File: src/rtl/swclk_pkg.sv
package swclk_pkg;

    typedef enum logic {
        ROLE_LEAD   = 1'b0,
        ROLE_FOLLOW = 1'b1
    } role_e;

    typedef struct packed {
        logic accept;
        logic wrap;
    } tb_evt_t;

    function automatic logic [31:0] pick_period(input logic [31:0] req,
                                                input logic [31:0] def_p,
                                                input logic [31:0] min_p);
        if (req == 32'd0 || req > def_p) return def_p;
        else if (req < min_p)            return min_p;
        else                             return req;
    endfunction

    function automatic int bits_for(input int v);
        return (v < 2) ? 1 : $clog2(v + 1);
    endfunction

endpackage

File: src/rtl/swclk_qual.sv
module swclk_qual import swclk_pkg::*; #(
    parameter int IN_MIN = 7
) (
    input  logic clk,
    input  logic rst,
    input  logic line_in,
    output logic accept
);
    localparam int RUN_W = bits_for(IN_MIN);

    logic             meta_q, sync_q;
    logic [RUN_W-1:0] run_q;

    always_ff @(posedge clk) begin
        if (rst) begin
            meta_q <= 1'b0;
            sync_q <= 1'b0;
            run_q  <= '0;
        end else begin
            meta_q <= line_in;
            sync_q <= meta_q;
            if (!sync_q)
                run_q <= '0;
            else if (run_q != RUN_W'(IN_MIN))
                run_q <= run_q + 1'b1;
        end
    end

    // Fires once per pulse, in the IN_MIN-th synchronized high cycle
    assign accept = sync_q && (run_q == RUN_W'(IN_MIN - 1));
endmodule

File: src/rtl/swclk_timebase.sv
module swclk_timebase import swclk_pkg::*; #(
    parameter int CNT_W = 16
) (
    input  logic             clk,
    input  logic             rst,
    input  logic [CNT_W-1:0] period,
    input  logic             accept,
    output logic [CNT_W-1:0] cnt,
    output logic             start,
    output role_e            role
);
    tb_evt_t ev;

    always_comb begin
        ev.accept = accept;
        ev.wrap   = (cnt >= period - 1'b1);
    end

    always_ff @(posedge clk) begin
        if (rst) begin
            cnt   <= '0;
            start <= 1'b0;
            role  <= ROLE_LEAD;
        end else begin
            start <= ev.accept | ev.wrap;
            cnt   <= (ev.accept | ev.wrap) ? '0 : cnt + 1'b1;
            if (ev.accept && !ev.wrap)
                role <= ROLE_FOLLOW;
            else if (!ev.accept && ev.wrap)
                role <= ROLE_LEAD;
        end
    end
endmodule

File: src/rtl/swclk_pulse.sv
module swclk_pulse import swclk_pkg::*; #(
    parameter int CNT_W = 16,
    parameter int OUT_W = 11
) (
    input  logic             clk,
    input  logic             rst,
    input  logic [CNT_W-1:0] cnt,
    input  logic [CNT_W-1:0] half,
    input  role_e            role,
    output logic             line_out,
    output logic             line_oe
);
    localparam int PW_W = bits_for(OUT_W);

    logic [PW_W-1:0] pw_q;
    logic            fire;

    assign fire = (role == ROLE_LEAD) && (cnt == half - 1'b1);

    always_ff @(posedge clk) begin
        if (rst || role == ROLE_FOLLOW)
            pw_q <= '0;
        else if (fire)
            pw_q <= PW_W'(OUT_W);
        else if (pw_q != '0)
            pw_q <= pw_q - 1'b1;
    end

    assign line_oe  = (role == ROLE_LEAD);
    assign line_out = (pw_q != '0) && (role == ROLE_LEAD);
endmodule

File: src/rtl/swclk_gen.sv
module swclk_gen import swclk_pkg::*; #(
    parameter int CNT_W      = 16,
    parameter int DEF_PERIOD = 400,
    parameter int OUT_W      = 11,
    parameter int IN_MIN     = 7
) (
    input  logic             clk,
    input  logic             rst,
    input  logic [CNT_W-1:0] period_cfg,
    input  logic             sync_in,
    output logic             sync_out,
    output logic             sync_oe,
    output logic             period_start,
    output logic             slave_mode
);
    localparam int MIN_PERIOD = DEF_PERIOD / 4;

    logic [CNT_W-1:0] eff_p, half_p, cnt;
    logic             accept;
    role_e            role;

    // clamp the request; R9: recomputed every cycle
    assign eff_p  = CNT_W'(pick_period(32'(period_cfg), 32'(DEF_PERIOD), 32'(MIN_PERIOD)));
    assign half_p = eff_p >> 1;

    swclk_qual #(.IN_MIN(IN_MIN)) u_qual (
        .clk(clk), .rst(rst), .line_in(sync_in), .accept(accept)
    );

    swclk_timebase #(.CNT_W(CNT_W)) u_tb (
        .clk(clk), .rst(rst), .period(eff_p), .accept(accept),
        .cnt(cnt), .start(period_start), .role(role)
    );

    swclk_pulse #(.CNT_W(CNT_W), .OUT_W(OUT_W)) u_pulse (
        .clk(clk), .rst(rst), .cnt(cnt), .half(half_p), .role(role),
        .line_out(sync_out), .line_oe(sync_oe)
    );

    assign slave_mode = (role == ROLE_FOLLOW);
endmodule

File: config.mk
export PLATFORM = sky130hd
export DESIGN_NAME = swclk_gen
export DESIGN_NICKNAME = d
export VERILOG_FILES = /design/src/rtl/swclk_pkg.sv /design/src/rtl/swclk_qual.sv /design/src/rtl/swclk_timebase.sv /design/src/rtl/swclk_pulse.sv /design/src/rtl/swclk_gen.sv
export SDC_FILE = /design/constraint.sdc
export NUM_CORES = 1
export LEC_CHECK = 0
export BUFFER_PORTS_ARGS = -buffer_cell sky130_fd_sc_hd__buf_4
export CAP_MARGIN = 5
export CELL_PAD_IN_SITES_DETAIL_PLACEMENT = 2
export CELL_PAD_IN_SITES_GLOBAL_PLACEMENT = 2
export CORE_ASPECT_RATIO = 1.75
export CORE_MARGIN = 2
export CORE_UTILIZATION = 32
export CTS_CLUSTER_DIAMETER = 30
export CTS_CLUSTER_SIZE = 30
export DETAILED_ROUTE_END_ITERATION = 10
export PLACE_DENSITY_LB_ADDON = 0.1
export SLEW_MARGIN = 5
export SYNTH_ARGS = -nofsm -noshare
export SYNTH_HDL_FRONTEND = slang
export SYNTH_SLANG_ARGS = --single-unit
File: constraint.sdc
create_clock -name clk -period 4.3 [get_ports clk]
set_clock_uncertainty 0.15 [all_clocks]
set_input_delay 0.43 -clock clk [delete_from_list [all_inputs] [get_ports clk]]
set_output_delay 0.43 -clock clk [all_outputs]
set_load 0.05 [all_outputs]
# ---- Word level (Yosys, flattened, before mapping)
# Cells that the tools add are included.
dict set report totals {
  inputBits 19
  ff_bits 27
  output_inout_bits 4
}
dict set report op_classes {
  eq_ne 3
  mux 6
  addsub 5
  reduce_logical 16
  magnitude_cmp 3
  bitwise 3
}
# operator n
set op_table {}
lappend op_table {{$mux 16} 2}
lappend op_table {{$add 16x1->16 const B} 1}
lappend op_table {{$eq 16x16->1} 1}
lappend op_table {{$ge 16x16->1} 1}
lappend op_table {{$gt 16x9->1 const B} 1}
lappend op_table {{$logic_not 16->1} 1}
lappend op_table {{$lt 16x7->1 const B} 1}
lappend op_table {{$sub 15x1->16 const B} 1}
lappend op_table {{$sub 16x1->16 const B} 1}
lappend op_table {{$mux 4} 2}
lappend op_table {{$reduce_or 2->1} 3}
lappend op_table {{$logic_and 1x1->1} 5}
lappend op_table {{$reduce_bool 2->1} 2}
lappend op_table {{$reduce_bool 4->1} 1}
lappend op_table {{$sub 4x1->4 const B} 1}
lappend op_table {{$add 3x1->3 const B} 1}
lappend op_table {{$eq 3x3->1 const B} 1}
lappend op_table {{$ne 3x3->1 const B} 1}
lappend op_table {{$logic_not 1->1} 2}
lappend op_table {{$logic_or 1x1->1} 2}
lappend op_table {{$mux 1} 2}
lappend op_table {{$not 1->1} 2}
lappend op_table {{$or 1x1->1} 1}

# ---- Depth between registers and ports, before layout
# Gate-level depths: netlist of run 1.
dict set report logic_depth {
  word_depth 8
  mapped_depth 21
}

# ---- Hierarchy
# From an unflattened synthesis of run 1, not the netlist that was laid out.
dict set report hier_totals {
  cells_unflattened 298
  hier_area_um2 2499.9
}
# mod instances cells_per_inst area_per_inst_um2
set modules_own_cells {}
lappend modules_own_cells {swclk_timebase 1 158 1381.3}
lappend modules_own_cells {swclk_pulse 1 90 684.4}
lappend modules_own_cells {swclk_gen 1 30 222.7}
lappend modules_own_cells {swclk_qual 1 20 211.5}

# ---- Worst setup path after synthesis of run 1
# Ideal clock, no wire load.
dict set report synth_path {
  path_kind {input port to flip-flop}
  from {input port period_cfg[8]}
  to {register u_tb.cnt[10]}
  n_path_buf 5
  required_time_ps 4022
  cell_stages 20
  t_arrival_ps 4002
  setup_slack_ps 21
  setup_time_ps 128
  cell_sequence {buf_2 -> nor3_1 -> nand4b_1 -> and3_2 -> buf_2 -> o21ai_0 -> ha_1 -> clkbuf_1 -> or4b_4 -> a21oi_1 -> xnor2_1 -> ha_1 -> nor2_1 -> nor4_1 -> a21oi_1 -> ha_1 -> nand2b_1 -> clkbuf_1 -> clkbuf_1 -> nor2_1}
}
dict set report synth_between {
  elab_chain_len 7
  elab_cells_between_ends 10
}
# item line
set synth_lines {}
lappend synth_lines {{start, declared} swclk_gen.sv:9} ;# input logic [CNT_W-1:0] period_cfg,
lappend synth_lines {{$lt 16x7->1, or another cell as far along} swclk_pkg.sv:17} ;# else if (req < min_p) return min_p;
lappend synth_lines {{$mux 16 or $logic_or 1x1->1 (tied branches)} {swclk_pkg.sv:17, swclk_pkg.sv:16}}
lappend synth_lines {{$mux 16 *} swclk_pkg.sv:16} ;# if (req == 32'd0 || req > def_p) return def_p;
lappend synth_lines {{$sub 16x1->16 *} swclk_timebase.sv:16} ;# ev.wrap = (cnt >= period - 1'b1);
lappend synth_lines {{$ge 16x16->1 *} swclk_timebase.sv:16}
lappend synth_lines {{$or 1x1->1 *} swclk_timebase.sv:26} ;# cnt <= (ev.accept | ev.wrap) ? '0 : cnt + 1'b1;
lappend synth_lines {{$reduce_or 2->1 (no source line) *} --}
lappend synth_lines {{end signal, assigned} swclk_timebase.sv:26}
lappend synth_lines {{end, declared} swclk_timebase.sv:8} ;# output logic [CNT_W-1:0] cnt,
# Every way passes the cells marked *; elsewhere a longest branch is shown, timed or not.
# A chain may end at the register's enable or synchronous reset.

# ---- Final worst setup path of run 1
dict set report layout_path {
  from {input port period_cfg[4]}
  to {register u_tb.cnt[7]}
}
# Same word-level chain as after synthesis.

==> results of run 1 <==
final timing paths:
check	start	to	slack (ns)	depth (start not counted)
setup / recovery	period_cfg[4]	u_tb.cnt[7]$_SDFF_PP0_	0.36	19
hold / removal	sync_in	u_qual.meta_q$_SDFF_PP0_	0.22	2
setup reg to reg	u_tb.cnt[0]$_SDFF_PP0_	u_tb.cnt[7]$_SDFF_PP0_	1.56	13
hold reg to reg	u_qual.meta_q$_SDFF_PP0_	u_qual.sync_q$_SDFF_PP0_	0.29	1
metrics by stage:
step	setup WS, ns	hold slack [ns]
final	0.364	0.223
after global routing	0.150	0.230
after CTS	0.333	0.218
after detailed placement	0.0732	0.282
after global placement	0.0586	0.272
after floorplan	0.0208	0.264
synthesized netlist by cell type (all sizes together) (2+ instances only):
cell and instances:
nor2 33, dfxtp 27, ha 24, nand2 15
xnor2 15, a21oi 13, nor3 12, o21ai 12
inv 11, nand3 10, a21o 9, or3 8
xor2 8, buf 7, nand4 6, nor4 5
mux2i 4, o31ai 4, clkbuf 3, nand2b 3
nor2b 3, o311ai 3, o32ai 3, and2 2
and4 2, o22ai 2, or2 2, or4b 2
power by group:
group,switching [W],internal [W]
Sequential,0.00000446,0.000253
Clock,0.0000911,0.000127
Combinational,0.0000409,0.0000338
registers in the layout, summed over array words and instances (netlist names):
signal,count
u_qual.meta_q,1
u_qual.run_q,3
u_pulse.pw_q,4
u_tb.role,1
u_tb.cnt,16
u_tb.start,1
u_qual.sync_q,1
critical path: stages:
cell	delay (ns)
sky130_fd_sc_hd__buf_4	0.16
sky130_fd_sc_hd__o311ai_1	0.38
sky130_fd_sc_hd__and4_1	0.38
sky130_fd_sc_hd__nor2_1	0.08
sky130_fd_sc_hd__nand2_1	0.10
sky130_fd_sc_hd__ha_1	0.19
sky130_fd_sc_hd__nand2_1	0.12
sky130_fd_sc_hd__or3_1	0.42
sky130_fd_sc_hd__o32ai_1	0.42
sky130_fd_sc_hd__ha_1	0.22
sky130_fd_sc_hd__a21o_1	0.11
sky130_fd_sc_hd__a21o_1	0.10
sky130_fd_sc_hd__a21oi_1	0.06
sky130_fd_sc_hd__o21ai_0	0.15
sky130_fd_sc_hd__a21oi_1	0.08
sky130_fd_sc_hd__ha_1	0.21
sky130_fd_sc_hd__nand2b_1	0.12
sky130_fd_sc_hd__buf_12	0.16
sky130_fd_sc_hd__a21oi_1	0.05
kinds of logic after synthesis:
group                      after synthesis  synth area share, %
DFF                                     27                 24.8
other                                    1                0.172
adders and majority gates               24                 13.8
AOI/OAI and AO/OA                       54                 17.3
and+or+nand+nor                        107                 26.3
muxes                                    5                 2.35
xor gates and xnor gates                24                 10.6
buffers and inverters                   21                 4.70
layer usage:
layer  up-vias  GRT usage [%]
li1       1009              -
met1       988           19.2
met2        19           41.1
met3         5          0.994
met4         0           4.49
met5         -              0
final cells by class:
class | instances | area [um^2] | share of cell area, %
timing repair buffer | 32 | 253 | 9.80
inverter | 11 | 41.3 | 1.60
sequential | 27 | 541 | 21.0
tap | 82 | 103 | 3.98
clock inverter | 1 | 7.51 | 0.291
multi-input combinational | 221 | 1560 | 60.5
clock buffer | 3 | 75.1 | 2.91
==> reports/metrics.sh, run 1 <==
SYNTH-EDFF-COUNT=0
DETAIL_ROUTE.WIRELENGTH_UM=6730
SYNTH_SEQUENTIAL_AREA_RATIO_PCT=24.8
DRT-PASS1-ITER-COUNT=4
FINAL-SETUP-VIOL-COUNT=0
ROWS=39
LAYOUT.NETS=339
CRITPATHMAXFANOUT=16
FILLCELLCOUNT=770
GRT_MAX_DEGREE=17
FINAL.PERIOD_UTILIZATION_PCT=91.5
FINISH.CELL_COUNT_WITHOUT_FILLERS=377
FINALPOWER_W=0.000550
PLACED_CELLS_INCL_TAPS=373
POST_SYNTH_INST_COUNT=263
TIMING.CRITICAL_PATH.FROM_TYPE='primary input'
IOPINCOUNT=23
WL_MET3_UM=81
GLOBAL_ROUTE.USAGE.TOTAL_PCT=19.4
POST-ROUTE-DRC-COUNT=0
SETUP-TNS-FINAL_NS=0
CP_DATA_REQUIRED_TIME_NS=4.30
SYNTH_SEQ_CELLS=27
ROUTE.DETAILED.VIAS_PER_INST=5.36
MAXCAPVIOLCOUNT=0
SYNTHTOLAYOUTAREAGROWTH_PCT=18.3
ANT_NETS=0
CRITPATHKIND='primary input to flop'
LEAKAGE_nW=1.08
IR_WORST_VDD_V=0.000185
DESIGN.CORE.AREA_UM2=6590
ROUTE.DETAILED.WL_PER_INST_UM=17.8
DIE-WIDTH_UM=66.4
DETAILROUTE.WIRELENGTH.MET2_UM=4130
SYNTH.CELL_AREA_UM2=2180
SYNTH_ASYNC_SR_FLOP_SHARE_PCT=0
GRT_SETUP_UNREPAIRED='no'
CTS_ROOT_BUF='sky130_fd_sc_hd__clkbuf_16'
LAYOUT-DRIVE-GT1-SHARE_PCT=16.9
TIMING.SLEW.HEADROOM_PCT=53.7
CRITICAL_PATH_ARRIVAL_NS=3.94
SLEW_VIOLATIONS=0
FLOORPLAN.DIE.HEIGHT_UM=113
CTS_RESIZED=0
MAX_FREQ_MHz=254
MOSTFREQUENTLAYOUTCELL='sky130_fd_sc_hd__nor2_1'
CTS.CLK_SLEW.WORST_PATHS_NS=0.07
YS.WARNINGS.COUNT=0
NUMBER_OF_PORT_BUFFERS=22
AREA_OF_THE_DIE_UM2=7520
POST_CTS_HOLD_BUFFER_COUNT=0
INITIAL_ANTENNA_VIOLATION_COUNT=0
OVERFLOW_LEFT_AFTER_GLOBAL_ROUTING=0
RUN_STATUS='finished, final reports clean'
YOSYS.AREA.TOP_TYPE_SHARE_PCT=24.8
UTILIZATION_PCT=39.2
MIN-DELAY-PATH-CLASS='primary input to flop'
FINALHOLDVIOLATIONS=0
CTSLONGESTPATHBUFFERS=2
POWERDENSITY_nW_PER_UM2=213
PLACED_AREA_UM2=2500
FIRST_PASS_GRT_WIRE_LENGTH_UM=11100
DR.MAX_LAYER_USED='met4'
AVG_INST_SIZE_SYNTH_UM2=8.29
INITIAL_UTILIZATION_PCT=33.1
TRITONCTS_NUM_SINKS=27
CELL_TYPES_WITH_THE_LARGEST_AREA_SHARE_AFTER_SYNTHESIS='sky130_fd_sc_hd__dfxtp_1 (25%), sky130_fd_sc_hd__ha_1 (14%), sky130_fd_sc_hd__nor2_1 (5.7%)'
CTS_MADE_BUFFERS=3
LAYOUT.CELLS.MOST_COMMON_LIST='sky130_fd_sc_hd__nor2_1 (33), sky130_fd_sc_hd__buf_4 (31), sky130_fd_sc_hd__dfxtp_1 (27)'
SYNTHFLOPTYPE='sky130_fd_sc_hd__dfxtp_1'
SYNTHDOMINANTAREACELLTYPE='sky130_fd_sc_hd__dfxtp_1'
PLACE_CONGESTION=0.764
YOSYSUNIQUECELLTYPES=53
WL_MET1_UM=2450
TIMING.CRITICAL_PATH.TO_TYPE='flop'
POSTCTSSETUPBUFFERS=0
INSERTION_DELAY_NS=0.26
VIAS=2021
FIRST_GLOBAL_VIAS=2228
DEPTH_OF_THE_CTS_H_TREE=1
CTS_TREE='yes'
POST-ROUTE-MIN-PERIOD_NS=3.94
ANTENNADIODECOUNT=0
DP_HPWL_UM=5630
FINAL_AREA_UM2=2580
DRT_ITER0_MARKERS=62
WORSTMARGINPINSLEW_NS=0.685
Note: power is estimated with default switching activity, not from simulation.
==> inputs of run 2 (changes only) <==
Settings changed: CORE_UTILIZATION 32 to 35.
Clock period 4.3 ns to 4 ns, I/O delays scaled along.
==> reports/metrics.sh, run 2 (same netlist as run 1, synthesis figures left out) <==
RUN_STATUS='finished, final reports clean'
DRT-PASS1-ITER-COUNT=4  # unchanged
DP_HPWL_UM=6040  # +7.4%
CRITPATHKIND='primary input to flop'
WORSTREGTOREGCELLS=13  # unchanged
CTS_RESIZED=1  # +1
MAXCAPVIOLCOUNT=0  # unchanged
DETAIL_ROUTE.WIRELENGTH_UM=7240  # +7.7%
LEAKAGE_nW=1.16  # +7.4%
NUMBER_OF_PORT_BUFFERS=22  # unchanged
SYNTHTOLAYOUTAREAGROWTH_PCT=24.7
DPL_WORST_SLACK_NS=-0.276  # -0.349 ns
VIAS=2155  # +6.6%
WORSTMARGINPINSLEW_NS=0.707  # +0.0216 ns
FINAL_AREA_UM2=2720  # +5.4%
GRT_SETUP_UNREPAIRED='no'
INITIAL_UTILIZATION_PCT=35.6  # +2.5 points
ROWS=38  # -2.6%
DRT_ITER0_MARKERS=38  # -39%
ROUTE.DETAILED.VIAS_PER_INST=5.47  # +2.0%
GLOBAL_ROUTE.USAGE.TOTAL_PCT=21.9  # +2.5 points
MIN-DELAY-PATH-CLASS='primary input to flop'
REGISTERS.TOP_BY_FF_COUNT='u_tb.cnt'
SLEW_VIOLATIONS=0  # unchanged
INITIAL_ANTENNA_VIOLATION_COUNT=0  # unchanged
CTS.CLK_SLEW.WORST_PATHS_NS=0.10  # +0.03 ns
WORSTREG2REGEND='u_tb.cnt[14]$_SDFF_PP0_'
R2R_SETUP_SLACK_NS=1.23  # -0.33 ns
ANTENNADIODECOUNT=0  # unchanged
HOLD_PATH_DEPTH=2  # unchanged
MOSTFREQUENTLAYOUTCELL='sky130_fd_sc_hd__buf_4'
TIMING.SLEW.HEADROOM_PCT=52.2  # -1.5 points
CTS_ROOT_BUF='sky130_fd_sc_hd__clkbuf_8'
IOPINCOUNT=23  # unchanged
LARGEST_REGISTER_FFS=16  # unchanged
TIMING.CRITICAL_PATH.FROM_TYPE='primary input'
LAYOUT-DRIVE-GT1-SHARE_PCT=23.6  # +6.6 points
CTS_MADE_BUFFERS=3  # unchanged
CP_DATA_REQUIRED_TIME_NS=4.05  # -0.25 ns
IR_WORST_VDD_V=0.000210  # +14%
DEPTH_OF_THE_CTS_H_TREE=1  # unchanged
FINAL-SETUP-VIOL-COUNT=0  # unchanged
POST-ROUTE-DRC-COUNT=0  # unchanged
FINALPOWER_W=0.000524  # -4.8%
PLACE_CONGESTION=0.820  # +7.3%
TIMING.CRITICAL_PATH.TO_TYPE='flop'
CTS_TREE='yes'
FIRST_PASS_GRT_WIRE_LENGTH_UM=11700  # +5.6%
GRT_MAX_DEGREE=17  # unchanged
TRITONCTS_NUM_SINKS=27  # unchanged
POST-ROUTE-WORST-SETUP-SLACK_NS=0.229  # -0.135 ns
LAYOUT.CELLS.MOST_COMMON_LIST='sky130_fd_sc_hd__buf_4 (50), sky130_fd_sc_hd__nor2_1 (33), sky130_fd_sc_hd__dfxtp_1 (27)'
ANT_NETS=0  # unchanged
WORSTHOLDSTART='rst'
POST-ROUTE-MIN-PERIOD_NS=3.77
RR_STARTPOINT='u_tb.cnt[0]$_SDFF_PP0_'
POST_CTS_HOLD_BUFFER_COUNT=0  # unchanged
INSERTION_DELAY_NS=0.27  # about the same
OVERFLOW_LEFT_AFTER_GLOBAL_ROUTING=0  # unchanged
DIE-WIDTH_UM=63.7  # -4.1%
CRITICAL_PATH_ARRIVAL_NS=3.82  # -0.12 ns
CRITPATHMAXFANOUT=16  # unchanged
MAX_FREQ_MHz=265
WHS_ENDPOINT='u_tb.start$_SDFF_PP0_'
SETUP-TNS-FINAL_NS=0  # unchanged
FLOORPLAN.DIE.HEIGHT_UM=108  # -4.2%
POSTCTSSETUPBUFFERS=0  # unchanged
ROUTE.DETAILED.WL_PER_INST_UM=18.4  # +3.0%
AREA_OF_THE_DIE_UM2=6900  # -8.2%
LAYOUT.NETS=358  # +5.6%
POWERDENSITY_nW_PER_UM2=193  # -9.7%
FIRST_GLOBAL_VIAS=2352  # +5.6%
REG.LARGEST.LIST='u_tb.cnt (16), u_pulse.pw_q (4), u_qual.run_q (3)'
DESIGN.CORE.AREA_UM2=6130  # -6.9%
FINALHOLDVIOLATIONS=0  # unchanged
FINAL.PERIOD_UTILIZATION_PCT=94.3
PLACED_AREA_UM2=2640  # +5.6%
CTSLONGESTPATHBUFFERS=2  # unchanged
## run 2: power breakdown
| group | switching (W) | leakage [nW] | internal [W] |
|---|---|---|---|
| Clock | 0.0000855 | 0.0255 | 0.0000698 |
| Sequential | 0.00000482 | 0.219 | 0.000272 |
| Combinational | 0.0000485 | 0.919 | 0.0000429 |
## run 2: area by class of cell
type | count | area (um^2)
Fill cell | 709 | 3410
Sequential cell | 27 | 541
Clock buffer | 3 | 41.3
Tap cell | 80 | 100
Inverter | 11 | 41.3
Timing Repair Buffer | 51 | 395
Multi-Input combinational cell | 221 | 1600
Clock inverter | 1 | 5.00
## run 2: metrics by stage
stage	utilization, %	std cells	hold WS, ns
floorplan	-	269	0.264
global placement	43.0	390	0.282
detailed placement	43.0	390	0.278
CTS	43.8	394	0.179
global route	44.3	394	0.183
finish	44.3	394	0.182
## run 2: worst max path at each step
stage / slack [ns] / startpoint / endpoint
floorplan: 0.02 / period_cfg[8] / u_tb.cnt[8]$_SDFF_PP0_
global placement: -0.00001 / period_cfg[15] / u_tb.cnt[7]$_SDFF_PP0_
detailed placement: -0.28 / period_cfg[15] / u_tb.role$_SDFFE_PP0P_
CTS: 0.07 / period_cfg[12] / u_tb.role$_SDFFE_PP0P_
global route: 0.02 / period_cfg[12] / u_tb.cnt[14]$_SDFF_PP0_
finish: 0.23 / period_cfg[12] / u_tb.cnt[14]$_SDFF_PP0_
## run 2: per-layer routing
| layer | vias to the layer above | part of all wire [%] | routed length (um) | GRT usage, % |
|---|---|---|---|---|
| met4 | 0 | 2.4 | 176 | 6.52 |
| met2 | 32 | 62 | 4480 | 47.9 |
| met3 | 17 | 1.3 | 94 | 1.25 |
| li1 | 1040 | - | - | - |
| met1 | 1066 | 34 | 2490 | 20.7 |
| met5 | - | 0 | 0 | 0 |
## run 2: critical path, stage by stage
cell,delay [ns]
sky130_fd_sc_hd__buf_4,0.12
sky130_fd_sc_hd__nor4_4,0.37
sky130_fd_sc_hd__and2_4,0.24
sky130_fd_sc_hd__nand3_1,0.11
sky130_fd_sc_hd__nor2_1,0.23
sky130_fd_sc_hd__nand2_1,0.11
sky130_fd_sc_hd__ha_1,0.23
sky130_fd_sc_hd__nand2_1,0.13
sky130_fd_sc_hd__or3_1,0.19
sky130_fd_sc_hd__o32ai_2,0.10
sky130_fd_sc_hd__ha_1,0.19
sky130_fd_sc_hd__a21o_1,0.17
sky130_fd_sc_hd__a21o_1,0.17
sky130_fd_sc_hd__a21oi_1,0.15
sky130_fd_sc_hd__o21ai_1,0.10
sky130_fd_sc_hd__a21oi_1,0.18
sky130_fd_sc_hd__ha_1,0.22
sky130_fd_sc_hd__nand2b_1,0.10
sky130_fd_sc_hd__buf_12,0.16
sky130_fd_sc_hd__a21oi_1,0.13
==> inputs of run 3 (changes only) <==
Settings changed: PLACE_DENSITY set to 0.81, PLACE_DENSITY_LB_ADDON 0.1 to unset.
==> reports/metrics.sh, run 3 (same netlist as run 1, synthesis figures left out) <==
CP_DATA_REQUIRED_TIME_NS=4.06  # about the same
ROWS=38  # unchanged
POWER.SHARE.SWITCHING_PCT=28.0  # +1.5 points
LAYOUT-DRIVE-GT1-SHARE_PCT=22.1  # -1.5 points
FINAL.PERIOD_UTILIZATION_PCT=97.1  # +2.8 points
IR_WORST_VDD_V=0.000134  # -36%
LAYOUT.NETS=347  # -3.1%
MAXCAPVIOLCOUNT=0  # unchanged
POWER.SWITCHING_W=0.000149  # +7.3%
CP_CELL_SEQUENCE='buf_4 -> nor3_1 -> nand4b_1 -> and3_2 -> o21ai_0 -> ha_2 -> or4b_4 -> a21oi_2 -> xnor2_1 -> ha_1 -> nor2_1 -> nor4_2 -> a21oi_2 -> ha_1 -> nand2b_1 -> buf_12 -> a21oi_1'
MAX_FREQ_MHz=257  # -2.9%
CTS.CLK_SLEW.WORST_PATHS_NS=0.10  # about the same
POST-ROUTE-MIN-PERIOD_NS=3.88  # +0.113 ns
RUN_STATUS='finished, final reports clean'
FIRST_GLOBAL_VIAS=2340  # -0.51%
WORSTMARGINPINSLEW_NS=0.653  # -0.0545 ns
DETAIL_ROUTE.WIRELENGTH_UM=7400  # +2.1%
INITIAL_ANTENNA_VIOLATION_COUNT=0  # unchanged
VIAS=2135  # -0.93%
DRT_ITER0_MARKERS=83  # +120%
LARGEST_REGISTER_FFS=16  # unchanged
INITIAL_UTILIZATION_PCT=35.6  # unchanged
NUMBER_OF_PORT_BUFFERS=22  # unchanged
TIMING.CRITICAL_PATH.FROM_TYPE='primary input'
P_INT_W=0.000384  # -0.40%
MOSTFREQUENTLAYOUTCELL='sky130_fd_sc_hd__buf_4'
PLACE_CONGESTION=0.842  # +2.6%
DPL_WORST_SLACK_NS=-0.213  # +0.0629 ns
POSTCTSSETUPBUFFERS=0  # unchanged
TIMING.CRITICAL_PATH.SLOWEST_STAGE_CELL='sky130_fd_sc_hd__or4b_4'
POST_CTS_HOLD_BUFFER_COUNT=0  # unchanged
SYNTHTOLAYOUTAREAGROWTH_PCT=21.3
LAYOUT.CELLS.MOST_COMMON_LIST='sky130_fd_sc_hd__buf_4 (39), sky130_fd_sc_hd__nor2_1 (33), sky130_fd_sc_hd__dfxtp_1 (27)'
R2R_SETUP_SLACK_NS=1.02  # -0.21 ns
ROUTE.DETAILED.VIAS_PER_INST=5.57  # +1.9%
OVERFLOW_LEFT_AFTER_GLOBAL_ROUTING=0  # unchanged
CLOCK_POWER_SHARE_PCT=31.3  # +1.7 points
CTSLONGESTPATHBUFFERS=2  # unchanged
CRITICAL_PATH_ARRIVAL_NS=3.94  # +0.12 ns
LEAKAGE_nW=1.11  # -4.7%
DP_HPWL_UM=5940  # -1.7%
FINISH.CELL_COUNT_WITHOUT_FILLERS=383  # -2.8%
REGISTERS.TOP_BY_FF_COUNT='u_tb.cnt'
TRITONCTS_NUM_SINKS=27  # unchanged
CTS_ROOT_BUF='sky130_fd_sc_hd__clkbuf_8'
FILLCELLCOUNT=699  # -1.4%
REG.LARGEST.LIST='u_tb.cnt (16), u_pulse.pw_q (4), u_qual.run_q (3)'
HOLD_PATH_DEPTH=2  # unchanged
ANTENNADIODECOUNT=0  # unchanged
SLEW_VIOLATIONS=0  # unchanged
CTS_MADE_BUFFERS=3  # unchanged
INSERTION_DELAY_NS=0.29  # +0.02 ns
TIMING.CRITICAL_PATH.TO_TYPE='flop'
FIRST_PASS_GRT_WIRE_LENGTH_UM=11600  # -1.3%
ROUTE.DETAILED.WL_PER_INST_UM=19.3  # +5.1%
IOPINCOUNT=23  # unchanged
SEQ_POWER_SHARE_PCT=52.1  # -0.8 points
AREA_OF_THE_DIE_UM2=6900  # unchanged
MIN-DELAY-PATH-CLASS='primary input to flop'
WORSTREGTOREGCELLS=13  # unchanged
DESIGN.CORE.AREA_UM2=6130  # unchanged
GLOBAL_ROUTE.USAGE.TOTAL_PCT=22.0  # +0.055 points
CP_SLOWEST_STAGE_DELAY_NS=0.49  # +0.12 ns
POST-ROUTE-WORST-SETUP-SLACK_NS=0.116  # -0.113 ns
CRITPATHKIND='primary input to flop'
POWERDENSITY_nW_PER_UM2=201  # +4.5%
DEPTH_OF_THE_CTS_H_TREE=1  # unchanged
SETUP.WORST_PATH.END='u_tb.cnt[5]$_SDFF_PP0_'
ANT_NETS=0  # unchanged
COMBPWRFRAC_PCT=16.6  # -0.9 points
GRT_MAX_DEGREE=17  # unchanged
FINAL-SETUP-VIOL-COUNT=0  # unchanged
CRITPATHMAXFANOUT=16  # unchanged
WORSTREG2REGEND='u_tb.cnt[5]$_SDFF_PP0_'
FLOORPLAN.DIE.HEIGHT_UM=108  # unchanged
PLACED_CELLS_INCL_TAPS=379  # -2.8%
CTS_TREE='yes'
RR_STARTPOINT='u_tb.cnt[0]$_SDFF_PP0_'
DIE-WIDTH_UM=63.7  # unchanged
SETUP-TNS-FINAL_NS=0  # unchanged
TIMING.SLEW.HEADROOM_PCT=55.9  # +3.7 points
START_POINT_OF_THE_CRITICAL_PATH='period_cfg[6]'
DRT-PASS1-ITER-COUNT=4  # unchanged
POST-ROUTE-DRC-COUNT=0  # unchanged
FINALHOLDVIOLATIONS=0  # unchanged
run 3: power groups by stage:
stage	Clock, W	Combinational (W)	Sequential, W
CTS	0.000176	0.0000862	0.000277
finish	0.000167	0.0000883	0.000277
global placement	0	0.0000817	0.000283
detailed placement	0	0.0000854	0.000284
floorplan	0	0.0000457	0.000282
global route	0.000185	0.0000966	0.000278
run 3: per-stage QoR:
stage / total power [W] / util [%] / hold WS (ns) / instance area, um^2
2_1_floorplan: 0.000327 / - / 0.264 / 2210
3_3_place_gp: 0.000365 / 41.7 / 0.302 / 2550
3_5_place_dp: 0.000369 / 41.7 / 0.311 / 2550
4_1_cts: 0.000539 / 42.5 / 0.169 / 2600
5_1_grt: 0.000560 / 43.1 / 0.163 / 2650
6_report: 0.000532 / 43.1 / 0.173 / 2650
run 3: layout make-up:
| cell class | count | area [um^2] | area share (%) |
|---|---|---|---|
| multi-input cells | 221 | 1600 | 60.5 |
| repair buffers | 40 | 313 | 11.8 |
| clock buffers | 3 | 41.3 | 1.56 |
| well taps | 80 | 100 | 3.78 |
| inverters | 11 | 41.3 | 1.56 |
| flip-flops and latches | 27 | 541 | 20.4 |
| clock inverters | 1 | 7.51 | 0.284 |
run 3: repair_timing:
action                     in CTS  in global routing
gates resized for setup         0                  9
setup endpoints to repair       0                 17
hold endpoints to repair        0                  0
run 3: how the worst min path moves through the flow:
| stage | startpoint | endpoint | slack, ns |
|---|---|---|---|
| floorplan | u_qual.meta_q$_SDFF_PP0_ | u_qual.sync_q$_SDFF_PP0_ | 0.26 |
| global placement | u_qual.meta_q$_SDFF_PP0_ | u_qual.sync_q$_SDFF_PP0_ | 0.30 |
| detailed placement | u_qual.meta_q$_SDFF_PP0_ | u_qual.sync_q$_SDFF_PP0_ | 0.31 |
| CTS | rst | u_qual.meta_q$_SDFF_PP0_ | 0.17 |
| global route | sync_in | u_qual.meta_q$_SDFF_PP0_ | 0.16 |
| finish | sync_in | u_qual.meta_q$_SDFF_PP0_ | 0.17 |
run 3: per-layer routing:
metal,global-route usage (%),routed length [um],vias up
li1,-,-,1023
met1,19.6,2450,1041
met2,43.3,4340,45
met3,2.29,149,26
met4,17.4,464,0
met5,0,0,-
run 3: critical path: cells and delay by family:
family	cells	cell delay (ns)
compound gates	4	0.68
xor+xnor	1	0.13
simple gates	7	1.64
buf+inv	2	0.31
fa+ha+maj	3	0.78
